File: config.mk
export PLATFORM = sky130hd
export DESIGN_NAME = first_hit_encoder
export DESIGN_NICKNAME = d
export VERILOG_FILES = /design/src/rtl/fhe_pkg.sv /design/src/rtl/fhe_qualify.sv /design/src/rtl/fhe_prio_tree.sv /design/src/rtl/fhe_window_capture.sv /design/src/rtl/first_hit_encoder.sv
export SDC_FILE = /design/constraint.sdc
export NUM_CORES = 1
export LEC_CHECK = 0
export ABC_AREA = 1
export BUFFER_PORTS_ARGS = -buffer_cell sky130_fd_sc_hd__buf_2
export CAP_MARGIN = 20
export CORE_UTILIZATION = 43
export CTS_BUF_LIST = sky130_fd_sc_hd__clkbuf_4
export CTS_CLUSTER_DIAMETER = 200
export DETAILED_ROUTE_END_ITERATION = 8
export GPL_TIMING_DRIVEN = 0
export PLACE_DENSITY = 0.95
export SLEW_MARGIN = 40
export SYNTH_ARGS = -nofsm -noshare
export SYNTH_HDL_FRONTEND = slang
export SYNTH_SLANG_ARGS = --single-unit
File: constraint.sdc
create_clock -name clk -period 1.6 [get_ports clk]
set_input_delay 0.32 -clock clk [delete_from_list [all_inputs] [get_ports clk]]
set_output_delay 0.32 -clock clk [all_outputs]
set_load 0.02 [all_outputs]
File: src/rtl/fhe_pkg.sv
package fhe_pkg;
   // Same-cycle tie resolution for the priority tree
   typedef enum logic {
      TIE_LOW  = 1'b0,
      TIE_HIGH = 1'b1
   } tie_mode_e;

   function automatic int addr_bits(input int n);
      return (n <= 2) ? 1 : $clog2(n);
   endfunction
endpackage

File: src/rtl/fhe_qualify.sv
// Applies the channel mask and produces the registered any-hit flag.
module fhe_qualify #(
   parameter int NUM_CH = 64
) (
   input  logic              clk,
   input  logic              rst_n,
   input  logic [NUM_CH-1:0] hit,
   input  logic [NUM_CH-1:0] mask,
   output logic [NUM_CH-1:0] act,
   output logic              any_q
);
   assign act = hit & ~mask;

   always_ff @(posedge clk) begin
      if (!rst_n) any_q <= 1'b0;
      else        any_q <= |act;
   end
endmodule

File: src/rtl/fhe_prio_tree.sv
// Balanced binary tree: each node forwards one (found, index) pair from its two children.
module fhe_prio_tree #(
   parameter int                  NUM_CH   = 64,
   parameter int                  ADDR_W   = 6,
   parameter fhe_pkg::tie_mode_e  TIE_MODE = fhe_pkg::TIE_LOW
) (
   input  logic [NUM_CH-1:0] req,
   output logic              found,
   output logic [ADDR_W-1:0] idx
);
   localparam int LEAVES = 1 << ADDR_W;
   localparam int NODES  = 2 * LEAVES - 1;
   localparam int FIRST_LEAF = LEAVES - 1;

   logic              nv [NODES];
   logic [ADDR_W-1:0] ni [NODES];

   for (genvar j = 0; j < LEAVES; j++) begin : g_leaf
      if (j < NUM_CH) begin : g_real
         assign nv[FIRST_LEAF+j] = req[j];
      end else begin : g_pad
         assign nv[FIRST_LEAF+j] = 1'b0;
      end
      assign ni[FIRST_LEAF+j] = ADDR_W'(j);
   end

   for (genvar k = 0; k < FIRST_LEAF; k++) begin : g_node
      assign nv[k] = nv[2*k+1] | nv[2*k+2];
      if (TIE_MODE == fhe_pkg::TIE_LOW) begin : g_low
         assign ni[k] = nv[2*k+1] ? ni[2*k+1] : ni[2*k+2];
      end else begin : g_high
         assign ni[k] = nv[2*k+2] ? ni[2*k+2] : ni[2*k+1];
      end
   end

   assign found = nv[0];
   assign idx   = nv[0] ? ni[0] : '0;
endmodule

File: src/rtl/fhe_window_capture.sv
// Holds the first capture of the open window and publishes it at the strobe.
module fhe_window_capture #(
   parameter int ADDR_W = 6
) (
   input  logic              clk,
   input  logic              rst_n,
   input  logic              bx_strobe,
   input  logic              found,
   input  logic [ADDR_W-1:0] idx,
   output logic [ADDR_W-1:0] out_addr,
   output logic              out_valid
);
   logic              cap_v;
   logic [ADDR_W-1:0] cap_a;

   always_ff @(posedge clk) begin
      if (!rst_n) begin
         cap_v     <= 1'b0;
         cap_a     <= '0;
         out_valid <= 1'b0;
         out_addr  <= '0;
      end else if (bx_strobe) begin
         out_valid <= cap_v;
         out_addr  <= cap_v ? cap_a : '0;
         cap_v     <= found;
         cap_a     <= found ? idx : '0;
      end else if (!cap_v && found) begin
         cap_v <= 1'b1;
         cap_a <= idx;
      end
   end
endmodule

File: src/rtl/first_hit_encoder.sv
module first_hit_encoder #(
   parameter int                  NUM_CH   = 64,
   parameter fhe_pkg::tie_mode_e  TIE_MODE = fhe_pkg::TIE_LOW,
   parameter int                  ADDR_W   = fhe_pkg::addr_bits(NUM_CH)
) (
   input  logic              clk,
   input  logic              rst_n,
   input  logic              bx_strobe,
   input  logic [NUM_CH-1:0] ch_hit,
   input  logic [NUM_CH-1:0] ch_mask,
   output logic [ADDR_W-1:0] hit_addr,
   output logic              hit_valid,
   output logic              any_hit
);
   if (NUM_CH < 2) begin : g_chk_min
      $error("first_hit_encoder: NUM_CH must be at least 2");
   end
   if (NUM_CH > 1024) begin : g_chk_max
      $error("first_hit_encoder: NUM_CH above 1024 not supported");
   end
   if ((1 << ADDR_W) < NUM_CH) begin : g_chk_w
      $error("first_hit_encoder: ADDR_W too narrow for NUM_CH");
   end

   logic [NUM_CH-1:0] act;
   logic              found;
   logic [ADDR_W-1:0] idx;

   fhe_qualify #(.NUM_CH(NUM_CH)) u_qual (
      .clk(clk), .rst_n(rst_n), .hit(ch_hit), .mask(ch_mask),
      .act(act), .any_q(any_hit)
   );

   fhe_prio_tree #(.NUM_CH(NUM_CH), .ADDR_W(ADDR_W), .TIE_MODE(TIE_MODE)) u_tree (
      .req(act), .found(found), .idx(idx)
   );

   fhe_window_capture #(.ADDR_W(ADDR_W)) u_cap (
      .clk(clk), .rst_n(rst_n), .bx_strobe(bx_strobe),
      .found(found), .idx(idx),
      .out_addr(hit_addr), .out_valid(hit_valid)
   );
endmodule

# After elaboration in Yosys (flattened, before gate mapping)
# Cells that the tools add are included.
totals:
  ff_bits: 15
  latchBits: 0
  mem_bits_rw: 0
  mem_bits_ro: 0
  word_cells: 144
  n_memories: 0
op_classes:
  addsub: 0
  multipliers: 0
  n_div: 0
  magnitude_cmp: 0
  n_eq_ne: 0
  shifts: 0
  mux: 70
  bitwise: 65
  reduce_logical: 4
op_table:
  columns: ["op", "count"]
  rows:
  - ["$and A64 B64 Y64", 1]
  - ["$not A64 Y64", 1]
  - ["$reduce_or A64 Y1", 1]
  - ["$or A1 B1 Y1", 63]
  - ["$mux W6", 6]
  - ["$mux W1", 34]
  - ["$mux W2", 16]
  - ["$mux W3", 8]
  - ["$mux W4", 4]
  - ["$mux W5", 2]
  - ["$reduce_bool A2 Y1", 1]
  - ["$logic_and A1 B1 Y1", 1]
  - ["$logic_not A1 Y1", 1]

# Logic depth before layout (Yosys ltp)
depth:
  word_depth: 11
  ltp_mapped: 13
  depth_no_buf: 13

# Cells and area by module
# A second synthesis with hierarchy kept.
unflattened:
  hier_cells: 494
  hier_area_um2: 2347.3
by_module_without_submodules:
  columns: ["mod", "instances", "cells_per_inst", "area_each_um2", "seq_area_each_um2"]
  rows:
  - ["fhe_qualify", 1, 255, 992.2, 20.0]
  - ["fhe_prio_tree", 1, 175, 832.0, 0.0]
  - ["fhe_window_capture", 1, 64, 523.0, 280.3]

# Worst setup path before layout
# Ideal clock, no wire load.
synth_path:
  kind: "input-to-reg"
  from: "input ch_mask[34]"
  to: "register u_cap.cap_a[1]"
  setup_ns: 0.111
  arrival_time_ns: 1.281
  required_time_ns: 1.489
  setup_slack_ns: 0.208
  path_stages: 11
  n_path_buf: 0
  path_cell_list: "inv_1 nand2_2 nand2_2 nor2_4 nand2_4 nor2_8 nand2_4 o21ai_4 nand3b_1 nand2_1 nor2_1"
synth_via:
  elab_chain_cells: 11
  elab_cells_between_ends: 18
  cone_classes: "mux: 8; bitwise: 8; reduce/logical: 2"
synth_lines:
  columns: ["element", "line_no", "source"]
  rows:
  - ["from (decl)", "first_hit_encoder.sv:10", "input logic [NUM_CH-1:0] ch_mask,"]
  - ["$not A64 Y64 (*)", "fhe_qualify.sv:12", "assign act = hit & ~mask;"]
  - ["$and A64 B64 Y64 (*)", "fhe_qualify.sv:12", null]
  - ["$or A1 B1 Y1 (*) (2 in series)", "fhe_prio_tree.sv:28", "assign nv[k] = nv[2*k+1] | nv[2*k+2];"]
  - ["$mux W3 or $or A1 B1 Y1 (tied branches)", "fhe_prio_tree.sv:30, fhe_prio_tree.sv:28", null]
  - ["$mux W4 or $or A1 B1 Y1 (tied branches)", "fhe_prio_tree.sv:30, fhe_prio_tree.sv:28", null]
  - ["$mux W5 or $or A1 B1 Y1 (tied branches)", "fhe_prio_tree.sv:30, fhe_prio_tree.sv:28", null]
  - ["$mux W6 or $or A1 B1 Y1 (tied branches)", "fhe_prio_tree.sv:30, fhe_prio_tree.sv:28", null]
  - ["$mux W6", "fhe_prio_tree.sv:37", "assign idx = nv[0] ? ni[0] : '0;"]
  - ["$mux W6 (on tied branches)", "fhe_window_capture.sv:27, fhe_window_capture.sv:26", null]
  - ["$mux W6", "fhe_window_capture.sv:22", "end else if (bx_strobe) begin"]
  - ["to (signal assigned)", "fhe_window_capture.sv:26", "cap_a <= found ? idx : '0;"]
  - ["to (signal assigned)", "fhe_window_capture.sv:29", "cap_a <= idx;"]
  - ["to (decl)", "fhe_window_capture.sv:14", "logic [ADDR_W-1:0] cap_a;"]
# Mark *: on every way between the ends. The rest lies on a longest branch, timed or not. The select of a mux whose other input is x is not followed.
# A chain may end at the register's enable or synchronous reset.

# Final worst setup path
layout_path:
  from: "input ch_mask[18]"
  to: "register u_cap.cap_a[4]"
layout_via:
  elab_chain_cells: 11
  elab_cells_between_ends: 15
  cone_classes: "mux: 5; bitwise: 8; reduce/logical: 2"
layout_lines:
  columns: ["element", "line_no"]
  rows:
  - ["$not A64 Y64 (*)", "fhe_qualify.sv:12"]
  - ["$and A64 B64 Y64 (*)", "fhe_qualify.sv:12"]
  - ["$or A1 B1 Y1 (*) (5 in series)", "fhe_prio_tree.sv:28"]
  - ["$mux W6 or $or A1 B1 Y1 (tied branches)", "fhe_prio_tree.sv:30, fhe_prio_tree.sv:28"]
  - ["$mux W6", "fhe_prio_tree.sv:37"]
  - ["$mux W6 (on tied branches)", "fhe_window_capture.sv:27, fhe_window_capture.sv:26"]
  - ["$mux W6", "fhe_window_capture.sv:22"]
# Marks and branches as above.

==> impl_metrics.yaml <==
cts:
  cts_buffers: 3
  numClockSinks: 15
  clk_pin_slew_ns: 0.09
  hold_buffers: 0
  cts_setup_buffers: 0
  cts_tree: "done"
  clock_latency_ns: 0.28
  cts_resized: 0
  h-tree-depth: 1
  clockBufferDepth: 2
  cts_root_buf: "clkbuf_4"
placement:
  io_buffers: 137
  dp_hpwl_um: 4470
  place.gp.congestion: 0.871
power_and_ir_drop:
  irDropWorstVdd_uv: 200
  power_density_nw_per_um2: 421
  p_leak_nw: 1.76
  total_power_w: 0.00116
floorplan:
  start_util_pct: 45.1
  die_w_um: 70.1
  dieHeight_um: 70.1
  dieArea_um2: 4910
  row_count: 24
  design.core.area_um2: 4410
  pin_count: 139
final_layout:
  final_common_cell: "buf_2"
  syn_to_final_growth_pct: 39.1
  fin_util_pct: 62.8
  most-common-layout-cells: "buf_2 (137), nand2_1 (109), inv_1 (73)"
  nNetsFinal: 629
  drive_gt1_share_pct: 40.0
  antennaDiodeCount: 0
critical_path:
  critPathMaxFanout: 4
  cp.arrival_ns: 1.54
  cp.required_ns: 1.76
  ff2ff_setup_slack_ns: 0.51
  worst_setup_path_start_kind: "primary input"
  endpoint_kind: "register"
  setup.worst_path.class: "primary input to register"
global_routing:
  grt_max_degree: 11
  gr-usage-all-layers_pct: 21.3
  antenna_found_initial: 0
  grt_pass1_vias: 2413
  grt_overflow: 0
  grt_pass1_wl_um: 8820
synth:
  synth-simple-area-share_pct: 49.6
  yosysTopAreaCellShare_pct: 20.5
  synth_warnings: 0
  synthArstFlopShare_pct: 0
  yosysTopAreaCell: "nand2_1"
  synth-xor-area-share_pct: 0
  synth_cell_types: 28
  ys_ff_latch: 15
  synth-seq-area-share_pct: 15.1
  synth_top_family_by_area: "simple AND/OR/NAND/NOR gates"
  synth_flop_cell: "dfxtp_1"
  synthMuxAreaShare_pct: 0
  synth_compound_area_share_pct: 17.1
  syn_nets: 487
  synth_edf_count: 0
  synthCells: 356
  synth_fa_ha_area_share_pct: 0
  yosys-top-cells-area: "nand2_1 (21%), dfxtp_1 (15%), inv_1 (14%)"
  syn_area_um2: 1990
  synth_area_per_cell_um2: 5.60
sta:
  fin_skew_ns: 0.00124
  setup_viol: 0
  maxSlewViolCount: 0
  clock.fmax_ghz: 0.725
  tightestPinTransition_ns: 0.336
  rsz0062_at_grt: "false"
  min_period_ns: 1.38
  setup_tns_ns: 0
  hold_viol_final: 0
  fin_crit_sh_pct: 86.2
  relSlewSlack_pct: 77.6
routing:
  antenna_left: 0
  finalWirelength_um: 5020
  dr.pass1.iters: 4
  num_vias: 2486
  wire_per_inst_um: 9.14
  initialDrtViolationCount: 94
  viasPerCell: 4.53
  drcViolationCount: 0
outcome:
  outcome: "complete, no violations"
hold_path:
  hp-class: "primary input to register"
job:
  cap_violations: 0
final cells by class:
cell class / count / area, um2
Tap cell: 52 / 65.1
Clock inverter: 1 / 5.00
Buffer: 4 / 53.8
Inverter: 82 / 308
Fill cell: 419 / 1640
Multi-Input combinational cell: 255 / 1330
Clock buffer: 3 / 22.5
Timing Repair Buffer: 137 / 686
Sequential cell: 15 / 300
where the power goes:
group / leakage, nW / total (W) / switching (W) / internal [W]
clock network: 0.0177 / 0.000211 / 0.000119 / 0.0000928
registers: 0.123 / 0.000393 / 0.00000587 / 0.000387
logic: 1.62 / 0.000561 / 0.000301 / 0.000259
total: 1.76 / 0.00116 / 0.000426 / 0.000739
synthesized netlist by cell type, types with 4 or more instances:
cell     number
dfxtp_1      15
inv_1        73
nand3_1      20
o21ai_2       4
nand2_2      13
nor2_2        8
nand2_4       7
o21ai_1      11
a21oi_1      23
nand2_1     109
nor2_4       11
nor2_1       20
o21ai_0      12
inv_2         8
kinds of logic (layout without fill, tap and decap cells):
kind of cell | count (synthesis) | count (layout)
AND/OR/NAND/NOR | 196 | 196
buffers and inverters | 86 | 227
AO/OA/AOI/OAI | 59 | 59
flip-flops | 15 | 15
final timing paths:
check / startpoint / to / depth (start not counted)
worst max-delay path: ch_mask[18] / u_cap.cap_a[4] / 12
worst min-delay path: rst_n / u_cap.cap_a[2] / 3
worst max register to register: u_cap.cap_v / u_cap.cap_a[4] / 6
worst min register to register: u_cap.out_addr[0] / u_cap.out_addr[0] / 2
routing by layer:
layer  routed length (um)  up-vias  share of wire [%]  global-route usage [%]
li1                     -     1366                  -                       -
met1                 2020     1022                 40                    21.7
met2                 2670       91                 53                    44.2
met3                  271        7                5.4                    1.73
met4                   63        0                1.3                    7.11
met5                    0        -                  0                       0
state kept, by name, indices dropped and copies added, names as in the netlist:
register,count
u_cap.cap_a,6
u_cap.out_addr,6
u_cap.cap_v,1
u_cap.out_valid,1
u_qual.any_q,1
critical path: stages:
cell     delay [ns]
buf_2          0.07
inv_1          0.04
nand2_1        0.09
o21ai_1        0.11
nor2_4         0.13
nand2_2        0.10
inv_2          0.10
nand2_1        0.09
nor2_1         0.20
o21ai_0        0.13
nand3_1        0.11
a21oi_1        0.06
metrics by stage:
step	setup slack [ns]	instances	area (um2)	hold WS, ns
6_report	0.221	549	2770	0.271
5_1_grt	0.0219	549	2770	0.287
4_1_cts	0.257	549	2770	0.268
3_5_place_dp	-0.0385	545	2740	0.452
3_3_place_gp	0.00389	545	2740	0.446
2_1_floorplan	0.208	356	1990	0.441
Power figures use the tool's default switching activity.
